$ cat src/rtl/nbr_pkg.sv
package nbr_pkg;

   typedef enum logic [1:0] {
      JK_ALWAYS     = 2'd0,
      JK_IF_ZERO    = 2'd1,
      JK_IF_NONZERO = 2'd2,
      JK_NEVER      = 2'd3
   } jkind_e;

   localparam int unsigned KIND_W = 2;

endpackage

$ cat src/rtl/nbr_lane_eval.sv
module nbr_lane_eval #(
   parameter int unsigned DW = 32
) (
   input  logic          valid,
   input  logic [1:0]    kind,
   input  logic [DW-1:0] cond,
   output logic          take
);
   import nbr_pkg::*;

   jkind_e kind_e;
   logic   is_zero;

   assign kind_e  = jkind_e'(kind);
   assign is_zero = (cond == '0);

   always_comb begin
      take = 1'b0;
      if (valid) begin
         unique case (kind_e)
            JK_ALWAYS:     take = 1'b1;
            JK_IF_ZERO:    take = is_zero;
            JK_IF_NONZERO: take = !is_zero;
            default:       take = 1'b0;
         endcase
      end
   end
endmodule

$ cat src/rtl/nbr_first_pick.sv
module nbr_first_pick #(
   parameter int unsigned NJ = 2,
   parameter int unsigned AW = 16
) (
   input  logic [NJ-1:0]    take,
   input  logic [NJ*AW-1:0] targets,
   output logic             any,
   output logic [AW-1:0]    addr
);
   logic [NJ:0] seen;
   logic [AW-1:0] chain [NJ+1];

   assign seen[NJ]  = 1'b0;
   assign chain[NJ] = '0;

   for (genvar i = NJ - 1; i >= 0; i--) begin : g_chain
      assign seen[i]  = take[i] | seen[i+1];
      assign chain[i] = take[i] ? targets[i*AW +: AW] : chain[i+1];
   end

   assign any  = seen[0];
   assign addr = chain[0];
endmodule

$ cat src/rtl/nbr_state.sv
module nbr_state #(
   parameter int unsigned AW = 16
) (
   input  logic          clk,
   input  logic          rst_n,
   input  logic          blk_end,
   input  logic          jump_now,
   input  logic [AW-1:0] jump_addr,
   input  logic          dflt_we,
   input  logic [AW-1:0] dflt_addr,
   output logic          taken_q,
   output logic [AW-1:0] tgt_q,
   output logic          dflt_v_q,
   output logic [AW-1:0] dflt_q
);
   always_ff @(posedge clk) begin
      if (!rst_n || blk_end) begin
         taken_q  <= 1'b0;
         tgt_q    <= '0;
         dflt_v_q <= 1'b0;
         dflt_q   <= '0;
      end else begin
         if (!taken_q && jump_now) begin
            taken_q <= 1'b1;
            tgt_q   <= jump_addr;
         end
         if (dflt_we) begin
            dflt_v_q <= 1'b1;
            dflt_q   <= dflt_addr;
         end
      end
   end
endmodule

$ cat src/rtl/next_block_resolver.sv
module next_block_resolver #(
   parameter int unsigned NJ = 2,
   parameter int unsigned AW = 16,
   parameter int unsigned DW = 32
) (
   input  logic             clk,
   input  logic             rst_n,
   input  logic [NJ-1:0]    jmp_valid,
   input  logic [2*NJ-1:0]  jmp_kind,
   input  logic [DW*NJ-1:0] jmp_cond,
   input  logic [AW*NJ-1:0] jmp_target,
   input  logic             dflt_we,
   input  logic [AW-1:0]    dflt_addr,
   input  logic             end_valid,
   input  logic [AW-1:0]    end_addr,
   output logic             next_valid,
   output logic [AW-1:0]    next_addr
);
   localparam int unsigned KW = nbr_pkg::KIND_W;
   localparam logic [AW-1:0] STEP = AW'(1);

   if (NJ < 1 || NJ > 16) begin : g_bad_nj
      $error("NJ must be in 1..16");
   end
   if (AW < 2 || AW > 64) begin : g_bad_aw
      $error("AW must be in 2..64");
   end
   if (DW < 1) begin : g_bad_dw
      $error("DW must be at least 1");
   end

   logic [NJ-1:0] take;
   logic          any_now;
   logic [AW-1:0] pick_addr;
   logic          taken_q, dflt_v_q;
   logic [AW-1:0] tgt_q, dflt_q;
   logic [AW-1:0] fall_addr, sel_addr;

   for (genvar i = 0; i < NJ; i++) begin : g_lane
      nbr_lane_eval #(.DW(DW)) u_eval (
         .valid (jmp_valid[i]),
         .kind  (jmp_kind[i*KW +: KW]),
         .cond  (jmp_cond[i*DW +: DW]),
         .take  (take[i])
      );
   end

   nbr_first_pick #(.NJ(NJ), .AW(AW)) u_pick (
      .take    (take),
      .targets (jmp_target),
      .any     (any_now),
      .addr    (pick_addr)
   );

   nbr_state #(.AW(AW)) u_state (
      .clk       (clk),
      .rst_n     (rst_n),
      .blk_end   (end_valid),
      .jump_now  (any_now),
      .jump_addr (pick_addr),
      .dflt_we   (dflt_we),
      .dflt_addr (dflt_addr),
      .taken_q   (taken_q),
      .tgt_q     (tgt_q),
      .dflt_v_q  (dflt_v_q),
      .dflt_q    (dflt_q)
   );

   assign fall_addr = end_addr + STEP;

   always_comb begin
      if (taken_q)        sel_addr = tgt_q;
      else if (any_now)   sel_addr = pick_addr;
      else if (dflt_we)   sel_addr = dflt_addr;
      else if (dflt_v_q)  sel_addr = dflt_q;
      else                sel_addr = fall_addr;
   end

   always_ff @(posedge clk) begin
      if (!rst_n) begin
         next_valid <= 1'b0;
         next_addr  <= '0;
      end else begin
         next_valid <= end_valid;
         if (end_valid) next_addr <= sel_addr;
      end
   end
endmodule

$ cat config.mk
export PLATFORM = sky130hd
export DESIGN_NAME = next_block_resolver
export DESIGN_NICKNAME = d
export VERILOG_FILES = /design/src/rtl/nbr_pkg.sv /design/src/rtl/nbr_lane_eval.sv /design/src/rtl/nbr_first_pick.sv /design/src/rtl/nbr_state.sv /design/src/rtl/next_block_resolver.sv
export SDC_FILE = /design/constraint.sdc
export NUM_CORES = 1
export LEC_CHECK = 0
export CORE_MARGIN = 5
export CORE_UTILIZATION = 45
export CTS_CLUSTER_DIAMETER = 30
export DETAILED_ROUTE_END_ITERATION = 8
export PLACE_DENSITY = 0.88
export SLEW_MARGIN = 25
export SYNTH_ARGS = -nofsm -noshare
export SYNTH_HDL_FRONTEND = slang
export SYNTH_SLANG_ARGS = --single-unit
$ cat constraint.sdc
create_clock -name clk -period 3.55 [get_ports clk]
set_input_delay 0.5325 -clock clk [delete_from_list [all_inputs] [get_ports clk]]
set_output_delay 0.5325 -clock clk [all_outputs]
set_load 0.1 [all_outputs]
==> results.md, run 1 <==
* Largest net degree at the start of global routing at 32
* Multi-input gate area at 2000 um^2
* Total track usage at 22.8%
* Drt pass-1 iters at 4
* Syn nets at 525
* Placed insts at a little over 600
* Worst Setup Start Kind: input pin
* Worst Skew at approximately 0.0070 ns
* Commonest cells after routing, fill and taps aside: clkdlybuf4s50_1 (154), dfxtp_1 (51), nor2_1 (33), a21oi_1 (32), mux2i_1 (29)
* Share of the synthesized area in the top cell type at 31.8%
* Share of post-route cells with drive strength above 1 at 7.60%
* Top post-synthesis cells by area: dfxtp_1 (32%), mux2i_1 (9.0%), a211oi_2 (5.8%), a21oi_1 (5.0%), nand2b_1 (4.7%)
* Hold Crit Class: reg -> reg
* MaxCap Viol Count at 0
* Total leakage power at between 1.5 and 2 nW
* Drt total wl at a little over 10 mm
* PostCTS Resize Cnt at 0
* CTS HTree Levels at 2
* Netlist Area Pre-Place at approximately 3200 um^2
* Initial DRC Count at roughly 250
* CTS Buffer Depth at 2
* CP Data Arrival Time at 3.01 ns
* Vias at ~3400
* Max-slew violation count at 0
* Status: complete, no violations
* CTS buffer count at 5
* Clk_lat worst skew at about 0.30 ns
* Hpwl dp at approximately 8 mm
* DIE HEIGHT at around 95 um
* IO Count at 155
* Worst-Margin Slew at 1.00 ns
* Vias in the first global route at 3400
* Port Buf Inserts at around 150
* Hold Buf Count CTS at 0
* Synth cell types at 52
* WL/cell at roughly 17 um
* Fin crit period at 2.79 ns
* Hold WS at around 0.48 ns
* Post-synth EDFFs at 0
* # diodes at 0
* Antenna violations before repair at 0
* VDD IR max at between 0.0002 and 0.00025 V
* GP Congestion at roughly 0.90
* Yosys reg bits at 51
* Post-synth top flop: dfxtp_1
* Core ar. at 6870 um^2
* DR DRC count at 0
* Post-Syn Instances at slightly below 400
* First-pass GRT wire length at 16.4 mm
* TritonCTS clock tree: built
* Crit. End Element: register
* RSZ-0062 raised after global routing: no
* Total power at 0.00154 W
* Hold wc startpoint: u_state.dflt_q[8]
* Yosys warnings at 0
* Final ANT Viol Nets at 0
* Fin. Hold Viols at 0
* Placed Area at about 4800 um^2
* Vias per inst at around 5.5
* Clk sinks at 51
* Crit path max fanout at 27
* Post-CTS Setup Inserts at 0
* Filler cells at around 530
* Root Buffer: clkbuf_8
* Area growth from synthesis to layout at 52.3%
* Die Span X at approximately 95 um
* Syn_area_per_cell at between 8 and 9 um^2
* Async SR Flop Fraction at 0%
* Register area at between 1000 and 1500 um^2
* Initial Util at between 40 and 50%
* DIE AREA at around 9000 um^2
* Final instance area at between 4000 and 5000 um^2
* Total grt overflow at 0
* Largest area contributor in the netlist: dfxtp_1
* Most common cell after layout, fill and taps aside: clkdlybuf4s50_1
* Worst Path Required at between 3 and 4 ns
* Placement Rows at 30
* Setup TNS at 0 ns
* Layout Cells excl Fill at about 620
* Reg-to-reg critical path startpoint: u_state.dflt_v_q
* Register area share after synthesis at around a third
* P per Cell Area at between 300 and 400 nW/um^2
* Critical path class: in -> reg
* Layout net count at around 660
* Final period util at between 70% and 80%
* Crit. Startpoint: jmp_cond[1]
* Final setup fails at 0
* Worst slew margin at 32.8%
* Clock-pin slew on the worst setup and hold paths at approximately 0.09 ns
* F_max at roughly 360 MHz
-- power by group --
part           total (W)  leakage (nW)  internal [W]  switching, W
registers       0.000631         0.418      0.000605     0.0000259
clock network   0.000370        0.0515      0.000178      0.000192
logic           0.000544          1.29      0.000253      0.000291
total            0.00154          1.76       0.00104      0.000509
-- path summary, 6_finish.rpt --
path | endpoint | slack (ns) | cells past startpoint
worst min-delay path | u_state.dflt_q[8] | 0.48 | 2
worst max-delay path | next_addr[9] | 0.76 | 8
worst min register to register | u_state.dflt_q[8] | 0.48 | 2
worst max register to register | next_addr[3] | 1.64 | 6
-- critical path, stage by stage --
cell and delay (ns):
clkdlybuf4s50_1 0.41, nor4_1 0.32, nand4_1 0.15, nor2_1 0.19
mux2_2 0.61, or2_1 0.32, o221ai_1 0.17, a221oi_1 0.31
-- stage by stage --
step	util, %	setup WS (ns)
4_1_cts	71.2	0.766
6_report	71.2	0.757
3_5_place_dp	69.8	0.426
2_1_floorplan	-	1.29
3_3_place_gp	69.8	0.562
5_1_grt	71.2	0.484
-- area by class of cell --
type / count / area share, %
Clock buffer: 8 / 2.05
Tap cell: 96 / 2.45
Sequential cell: 51 / 20.9
Timing Repair Buffer: 160 / 32.7
Inverter: 13 / 0.997
Multi-Input combinational cell: 294 / 41.0
-- per-layer routing --
layer  part of all wire [%]  global-route usage, %
met4                    2.4                   7.09
met3                    8.7                   4.70
met5                      0                      0
met2                     50                   41.0
met1                     39                   27.1
-- synthesized netlist by cell type (2+ instances only) --
cell type / count
a31oi_1: 2
nor2_1: 33
o21ai_1: 9
nand4_1: 6
mux2i_1: 29
o2111a_1: 2
o21ai_0: 21
buf_2: 3
xor2_1: 4
nor2b_1: 4
a221oi_1: 2
a32o_1: 7
dfxtp_1: 51
a211oi_2: 15
xnor2_1: 9
o211a_1: 4
nor4_2: 4
nor3_1: 2
nand2_1: 28
o31ai_1: 3
buf_4: 4
a211oi_1: 2
nand2b_1: 24
buf_6: 2
inv_1: 12
and3_1: 4
buf_1: 2
nand3_1: 10
o221ai_1: 5
a21oi_1: 32
nor4_1: 13
clkbuf_1: 17
a21boi_0: 2
-- cell families after synthesis --
group | synth area share [%]
xor gates and xnor gates | 3.54
adders and majority gates | 0.389
buffers and inverters | 5.84
and+or+nand+nor | 22.2
AOI/OAI and AO/OA | 26.9
muxes | 9.38
DFF | 31.8
-- sequential cells by signal, summed over array words and instances (netlist names) --
signal	count
u_state.tgt_q	16
u_state.dflt_v_q	1
u_state.dflt_q	16
u_state.taken_q	1
next_addr	16
next_valid	1
No activity file was read; power rests on OpenSTA's default activity.
==> inputs of run 2 (changes only) <==
--- a/config.mk
+++ b/config.mk
@@ -6,10 +6,10 @@
 export NUM_CORES = 1
 export LEC_CHECK = 0
 export CORE_MARGIN = 5
-export CORE_UTILIZATION = 45
+export CORE_UTILIZATION = 41
 export CTS_CLUSTER_DIAMETER = 30
 export DETAILED_ROUTE_END_ITERATION = 8
-export PLACE_DENSITY = 0.88
+export PLACE_DENSITY = 0.81
 export SLEW_MARGIN = 25
 export SYNTH_ARGS = -nofsm -noshare
 export SYNTH_HDL_FRONTEND = slang
==> constraint.sdc (replaced) <==
create_clock -name clk -period 2.9 [get_ports clk]
set_input_delay 0.435 -clock clk [delete_from_list [all_inputs] [get_ports clk]]
set_output_delay 0.435 -clock clk [all_outputs]
set_load 0.1 [all_outputs]
==> run 2 against run 1 <==
Sequential power up 22%. Clock-buffer cell count down 3. Combinational power up 24%. Core utilization is 6.9 points lower. Final cell count increased by 1.6%. Clock power is 61% higher. Via count is 0.23% higher. Critical endpoint is now next_addr[2].
==> results.md, run 2 (synthesized netlist as in run 1, its figures left out) <==
* CP Data Arrival Time at 2.65 ns (-0.36 ns)
* Hold Crit Class: reg -> reg
* Clk sinks at 51 (unchanged)
* Fin. Hold Viols at 0 (unchanged)
* Worst Setup Start Kind: input pin
* Total track usage at 20.6% (-2.2 points)
* Critical path class: in -> reg
* Filler cells at 679 (+29%)
* R2r endpoint: next_addr[4]
* Post-CTS Setup Inserts at 0 (unchanged)
* Drt total wl at 10.4 mm (+0.88%)
* Die Span X at 98.5 um (+4.3%)
* # diodes at 0 (unchanged)
* WL/cell at 16.5 um (-0.71%)
* First-pass GRT wire length at 16.6 mm (+1.6%)
* Final core occ at 64.4% (-6.9 points)
* Clk_lat worst skew at 0.31 ns (about the same)
* VDD IR max at 0.000190 V (-7.3%)
* Hold EP: u_state.dflt_q[9]
* Total grt overflow at 0 (unchanged)
* Final worst setup slack at 0.467 ns (-0.289 ns)
* Hold Buf Count CTS at 0 (unchanged)
* PostCTS Resize Cnt at 0 (unchanged)
* R2R depth at 6 (unchanged)
* Fin crit period at ~2.4 ns
* Initial DRC Count at 117 (-53%)
* Vias per inst at 5.43 (-1.4%)
* Layout net count at 668 (+0.60%)
* Crit path max fanout at 20 (-26%)
* Placement Rows at 32 (+6.7%)
* Worst Path Required at 3.11 ns (-0.66 ns)
* Commonest cells after routing, fill and taps aside: clkdlybuf4s50_1 (137), dfxtp_1 (51), nor2_1 (33), a21oi_1 (32), mux2i_1 (29)
* Max-slew violation count at 0 (unchanged)
* Total leakage power at 1.83 nW (+4.1%)
* Crit-path cells: clkdlybuf4s50_1 -> nor4_1 -> nand4_1 -> nor2_1 -> mux2_2 -> buf_4 -> a21oi_1 -> o21ai_1 -> a32o_1
* Most common cell after layout, fill and taps aside: clkdlybuf4s50_1
* Multi-input gate area at 2000 um^2 (unchanged)
* Register area at 1020 um^2 (unchanged)
* Worst-Margin Slew at 0.661 ns (-0.343 ns)
* Root Buffer: clkbuf_8
* Vias at 3429 (+0.23%)
* CP peak stage delay at 0.40 ns (-0.21 ns)
* Port Buf Inserts at 154 (unchanged)
* Crit. End Element: register
* Reg-to-reg critical path startpoint: u_state.dflt_v_q
* TritonCTS clock tree: built
* Vias in the first global route at 3456 (+1.6%)
* Drt pass-1 iters at 4 (unchanged)
* Largest registers: next_addr x16, u_state.dflt_q x16, u_state.tgt_q x16
* CTS HTree Levels at 2 (unchanged)
* CTS Buffer Depth at 2 (unchanged)
* Initial Util at 41.8% (-5.0 points)
* Final period util at between 80 and 90%
* MaxCap Viol Count at 0 (unchanged)
* Status: complete, no violations
* Final ANT Viol Nets at 0 (unchanged)
* GP Congestion at 0.891 (-1.1%)
* Largest net degree at the start of global routing at 48 (+50%)
* DIE HEIGHT at 98.5 um (+4.3%)
* Hold wc startpoint: u_state.dflt_q[9]
* Worst slew margin at 55.8% (+23 points)
* Clock-pin slew on the worst setup and hold paths at 0.10 ns (about the same)
* DR DRC count at 0 (unchanged)
* FF-to-FF setup slack at 0.96 ns (-0.68 ns)
* Hpwl dp at 8.45 mm (+2.6%)
* Dpl ws at 0.114 ns (-0.313 ns)
* P per Cell Area at 411 nW/um^2 (+30%)
* RSZ-0062 raised after global routing: no
* F_max at around 400 MHz
* IO Count at 155 (unchanged)
* Core ar. at 7690 um^2 (+12%)
* Area growth from synthesis to layout at 54.0%
* Final setup fails at 0 (unchanged)
* Antenna violations before repair at 0 (unchanged)
* Slowest CP cell: clkdlybuf4s50_1
* CTS buffer count at 5 (unchanged)
* Worst Skew at 0.00651 ns (-0.000446 ns)
* WHS Path Cells at 2 (unchanged)
* Setup TNS at 0 ns (unchanged)
* Share of post-route cells with drive strength above 1 at 11.7% (+4.1 points)
* DIE AREA at 9710 um^2 (+8.7%)
run 2: cell types whose count changed in the layout (fill, tap and decap cells not counted):
cell | previous run | this run
buf_4 | 5 | 24
clkdlybuf4s50_1 | 154 | 137
buf_12 | 1 | 3
bufinv_16 | 0 | 2
clkbuf_8 | 7 | 5
clkbuf_1 | 1 | 0
clkinvlp_4 | 0 | 1
run 2: where the power goes:
part | internal, W | switching (W) | leakage, nW | total, W
combinational | 0.000311 | 0.000362 | 1.35 | 0.000673
clock | 0.000344 | 0.000251 | 0.0644 | 0.000595
sequential | 0.000740 | 0.0000272 | 0.418 | 0.000768
run 2: cell type report:
| type | count | area share [%] |
|---|---|---|
| clock buffers | 5 | 1.39 |
| inverters | 13 | 0.986 |
| flip-flops and latches | 51 | 20.6 |
| repair buffers | 164 | 32.6 |
| clock inverters | 3 | 1.37 |
| well taps | 102 | 2.58 |
| multi-input cells | 294 | 40.5 |
run 2: stage by stage:
stage          total power, W  hold WS (ns)  std cells  area (um^2)
6_report              0.00204         0.476        632         4950
3_5_place_dp          0.00146         0.458        624         4810
4_1_cts               0.00204         0.476        632         4950
3_3_place_gp          0.00145         0.454        624         4810
2_1_floorplan         0.00116         0.449        386         3210
5_1_grt               0.00212         0.490        632         4950
run 2: worst max-delay path, delay by kind of cell:
| kind | cells | cell delay, ns |
|---|---|---|
| simple gates | 3 | 0.68 |
| mux | 1 | 0.39 |
| compound gates | 3 | 0.49 |
| buf+inv | 2 | 0.64 |
run 2: how the worst max path moves through the flow:
stage	cells after the start	end	start
after global placement	9	next_addr[3]	jmp_cond[24]
after detailed placement	9	next_addr[3]	jmp_cond[5]
after global routing	9	next_addr[3]	jmp_cond[24]
final	9	next_addr[2]	jmp_cond[24]
after floorplan	7	next_addr[9]	jmp_cond[24]
after CTS	9	next_addr[3]	jmp_cond[24]
run 2: metal layers:
metal	wire length, um	global-route usage [%]	share of wire, %
met1	4230	23.9	41
met2	5270	37.7	51
met3	764	4.95	7.3
met4	132	5.46	1.3
met5	0	0	0
==> inputs of run 3 (changes only) <==
==> constraint.sdc (replaced) <==
create_clock -name clk -period 2.48 [get_ports clk]
set_input_delay 0.372 -clock clk [delete_from_list [all_inputs] [get_ports clk]]
set_output_delay 0.372 -clock clk [all_outputs]
set_load 0.1 [all_outputs]
==> run 3 against run 2 <==
Clock-buffer cell count is 3 higher. Design area grew 1.1%. Worst hold slack got worse by 0.00071 ns. Core utilization is 0.68 points higher. Combinational power is 18% higher. Highest routed layer unchanged.
==> results.md, run 3 (synthesized netlist as in run 1, its figures left out) <==
* Setup TNS at 0 ns (unchanged)
* Crit path buf inv count at 2 (unchanged)
* Final period util at 94.1%
* Final instance area at 5000 um^2 (+1.1%)
* Net Sw Power at 0.000727 W (+13%)
* Commonest cells after routing, fill and taps aside: clkdlybuf4s50_1 (137), dfxtp_1 (51), buf_4 (41), nor2_1 (33), a21oi_1 (32)
* DIE HEIGHT at 98.5 um (unchanged)
* Worst slew margin at 53.0% (-2.9 points)
* Core ar. at 7690 um^2 (unchanged)
* Clock-pin slew on the worst setup and hold paths at 0.09 ns (about the same)
* Vias per inst at 5.47 (+0.86%)
* Seq pwr share at 40.6% (+2.9 points)
* Clk_lat worst skew at 0.30 ns (about the same)
* R2r endpoint: next_addr[4]
* Hold EP: u_state.dflt_q[8]
* GP Congestion at 0.880 (-1.2%)
* Root Buffer: clkbuf_8
* WHS Path Cells at 2 (unchanged)
* Status: complete, no violations
* Hpwl dp at 8.81 mm (+4.2%)
* Total leakage power at 1.87 nW (+2.2%)
* Antenna violations before repair at 0 (unchanged)
* Crit. End Element: register
* Highest metal used: met4
* Crit-path cells: clkdlybuf4s50_1 -> nor4_1 -> nand4_1 -> nor2_1 -> mux2_2 -> buf_4 -> a21oi_1 -> o21ai_1 -> a32o_1
* Drt total wl at 10.6 mm (+2.4%)
* Worst Path Required at 2.68 ns (-0.43 ns)
* Final core occ at 65.1% (+0.68 points)
* Crit path max fanout at 15 (-25%)
* # diodes at 0 (unchanged)
* M1 WL at 4.17 mm (-1.3%)
* Fin. Hold Viols at 0 (unchanged)
* P per Cell Area at 443 nW/um^2 (+7.7%)
* DIE AREA at 9710 um^2 (unchanged)
* Total power at 0.00222 W (+8.9%)
* Filler cells at 648 (-4.6%)
* Port Buf Inserts at 154 (unchanged)
* Most common cell after layout, fill and taps aside: clkdlybuf4s50_1
* Layout net count at 682 (+2.1%)
* Initial Util at 41.8% (unchanged)
* Logic pwr share at 36.0% (+2.9 points)
* Worst Setup Start Kind: input pin
* IO Count at 155 (unchanged)
* Share of post-route cells with drive strength above 1 at 14.2% (+2.5 points)
* Wire length on met2 at 5.31 mm (+0.63%)
* FF-to-FF setup slack at 0.56 ns (-0.40 ns)
* Critical path class: in -> reg
* Post-CTS Setup Inserts at 0 (unchanged)
* F_max at approximately 430 MHz
* Die Span X at 98.5 um (unchanged)
* MaxCap Viol Count at 0 (unchanged)
* VDD IR max at 0.000244 V (+28%)
* Worst-Margin Slew at 0.704 ns (+0.0427 ns)
* Hold Crit Class: reg -> reg
* WL/cell at 16.5 um (+0.19%)
* RSZ-0062 raised after global routing: no
* CTS HTree Levels at 2 (unchanged)
* TritonCTS clock tree: built
* Vias in the first global route at 3581 (+3.6%)
* Crit path max-delay family: simple AND/OR/NAND/NOR gates
* Register area at 1020 um^2 (unchanged)
* Placed Area at 4880 um^2 (+1.4%)
* R2R depth at 6 (unchanged)
* DR DRC count at 0 (unchanged)
* Largest net degree at the start of global routing at 48 (unchanged)
* Largest registers: next_addr x16, u_state.dflt_q x16, u_state.tgt_q x16
* Cell Int Power at 0.00149 W (+6.8%)
* Area growth from synthesis to layout at 55.7%
* Placement Rows at 32 (unchanged)
* Total track usage at 21.0% (+0.42 points)
* First-pass GRT wire length at 16.9 mm (+1.5%)
* CP Data Arrival Time at 2.53 ns (-0.12 ns)
* Met3 WL post-DR at 879 um (+15%)
* Clk sinks at 51 (unchanged)
* Slowest CP cell: clkdlybuf4s50_1
* CTS Buffer Depth at 2 (unchanged)
* Vias at 3535 (+3.1%)
* Worst Skew at 0.00460 ns (-0.00191 ns)
* Clock Power Share at 23.4% (-5.8 points)
* Multi-input gate area at 2030 um^2 (+1.1%)
* Max-slew violation count at 0 (unchanged)
* Hold wc startpoint: u_state.dflt_q[8]
* Sw Ratio at 32.8% (+1.3 points)
* Total grt overflow at 0 (unchanged)
* Final ANT Viol Nets at 0 (unchanged)
* Reg-to-reg critical path startpoint: u_state.dflt_v_q
* CTS buffer count at 5 (unchanged)
* Drt pass-1 iters at 4 (unchanged)
* CP peak stage delay at 0.40 ns (about the same)
* Fin crit period at between 2 and 2.5 ns
* Final setup fails at 0 (unchanged)
* Initial DRC Count at 146 (+25%)
-- run 3: repair_timing --
| item | 4_1_cts | 5_1_grt |
|---|---|---|
| setup endpoints to repair | 0 | 2 |
| hold buffers | 0 | 0 |
| gates resized for setup | 0 | 3 |
-- run 3: per-stage QoR --
step                hold slack [ns]  instances  setup slack [ns]
floorplan                     0.449        386             0.384
detailed placement            0.460        638            -0.225
CTS                           0.477        646            0.0945
global route                  0.489        646           0.00605
global placement              0.457        638            -0.142
finish                        0.475        646             0.146
-- run 3: how the worst max path moves through the flow --
stage / from / to / slack [ns] / cells past startpoint
3_5_place_dp: jmp_cond[4] / next_addr[3] / -0.23 / 9
6_report: jmp_cond[24] / next_addr[4] / 0.15 / 9
4_1_cts: jmp_cond[5] / next_addr[4] / 0.09 / 9
3_3_place_gp: jmp_cond[9] / next_addr[3] / -0.14 / 9
2_1_floorplan: jmp_cond[24] / next_addr[9] / 0.38 / 7
5_1_grt: jmp_cond[5] / next_addr[3] / 0.006 / 9
-- run 3: metal layers --
metal	vias to the layer above	global-route usage [%]
met1	1623	24.0
met4	0	7.46
met5	-	0
li1	1730	-
met3	22	5.45
met2	160	37.8
-- run 3: power by group through the flow --
| stage | clock network (W) | registers (W) | logic [W] |
|---|---|---|---|
| floorplan | 0 | 0.00108 | 0.000272 |
| detailed placement | 0 | 0.000919 | 0.000794 |
| global placement | 0 | 0.000917 | 0.000780 |
| finish | 0.000519 | 0.000900 | 0.000797 |
| global route | 0.000569 | 0.000907 | 0.000848 |
| CTS | 0.000532 | 0.000900 | 0.000797 |
-- run 3: worst register-to-register path, delay by kind of cell, from the launching register on --
| family | cells | cell delay [ns] |
|---|---|---|
| compound gates | 3 | 0.45 |
| buf+inv | 1 | 0.23 |
| flops | 1 | 0.76 |
| mux | 2 | 0.37 |
-- run 3: layout make-up --
type | instances | area share [%]
Clock buffer | 8 | 2.00
Inverter | 13 | 0.975
Multi-Input combinational cell | 294 | 40.5
Sequential cell | 51 | 20.4
Tap cell | 102 | 2.55
Timing Repair Buffer | 178 | 33.6
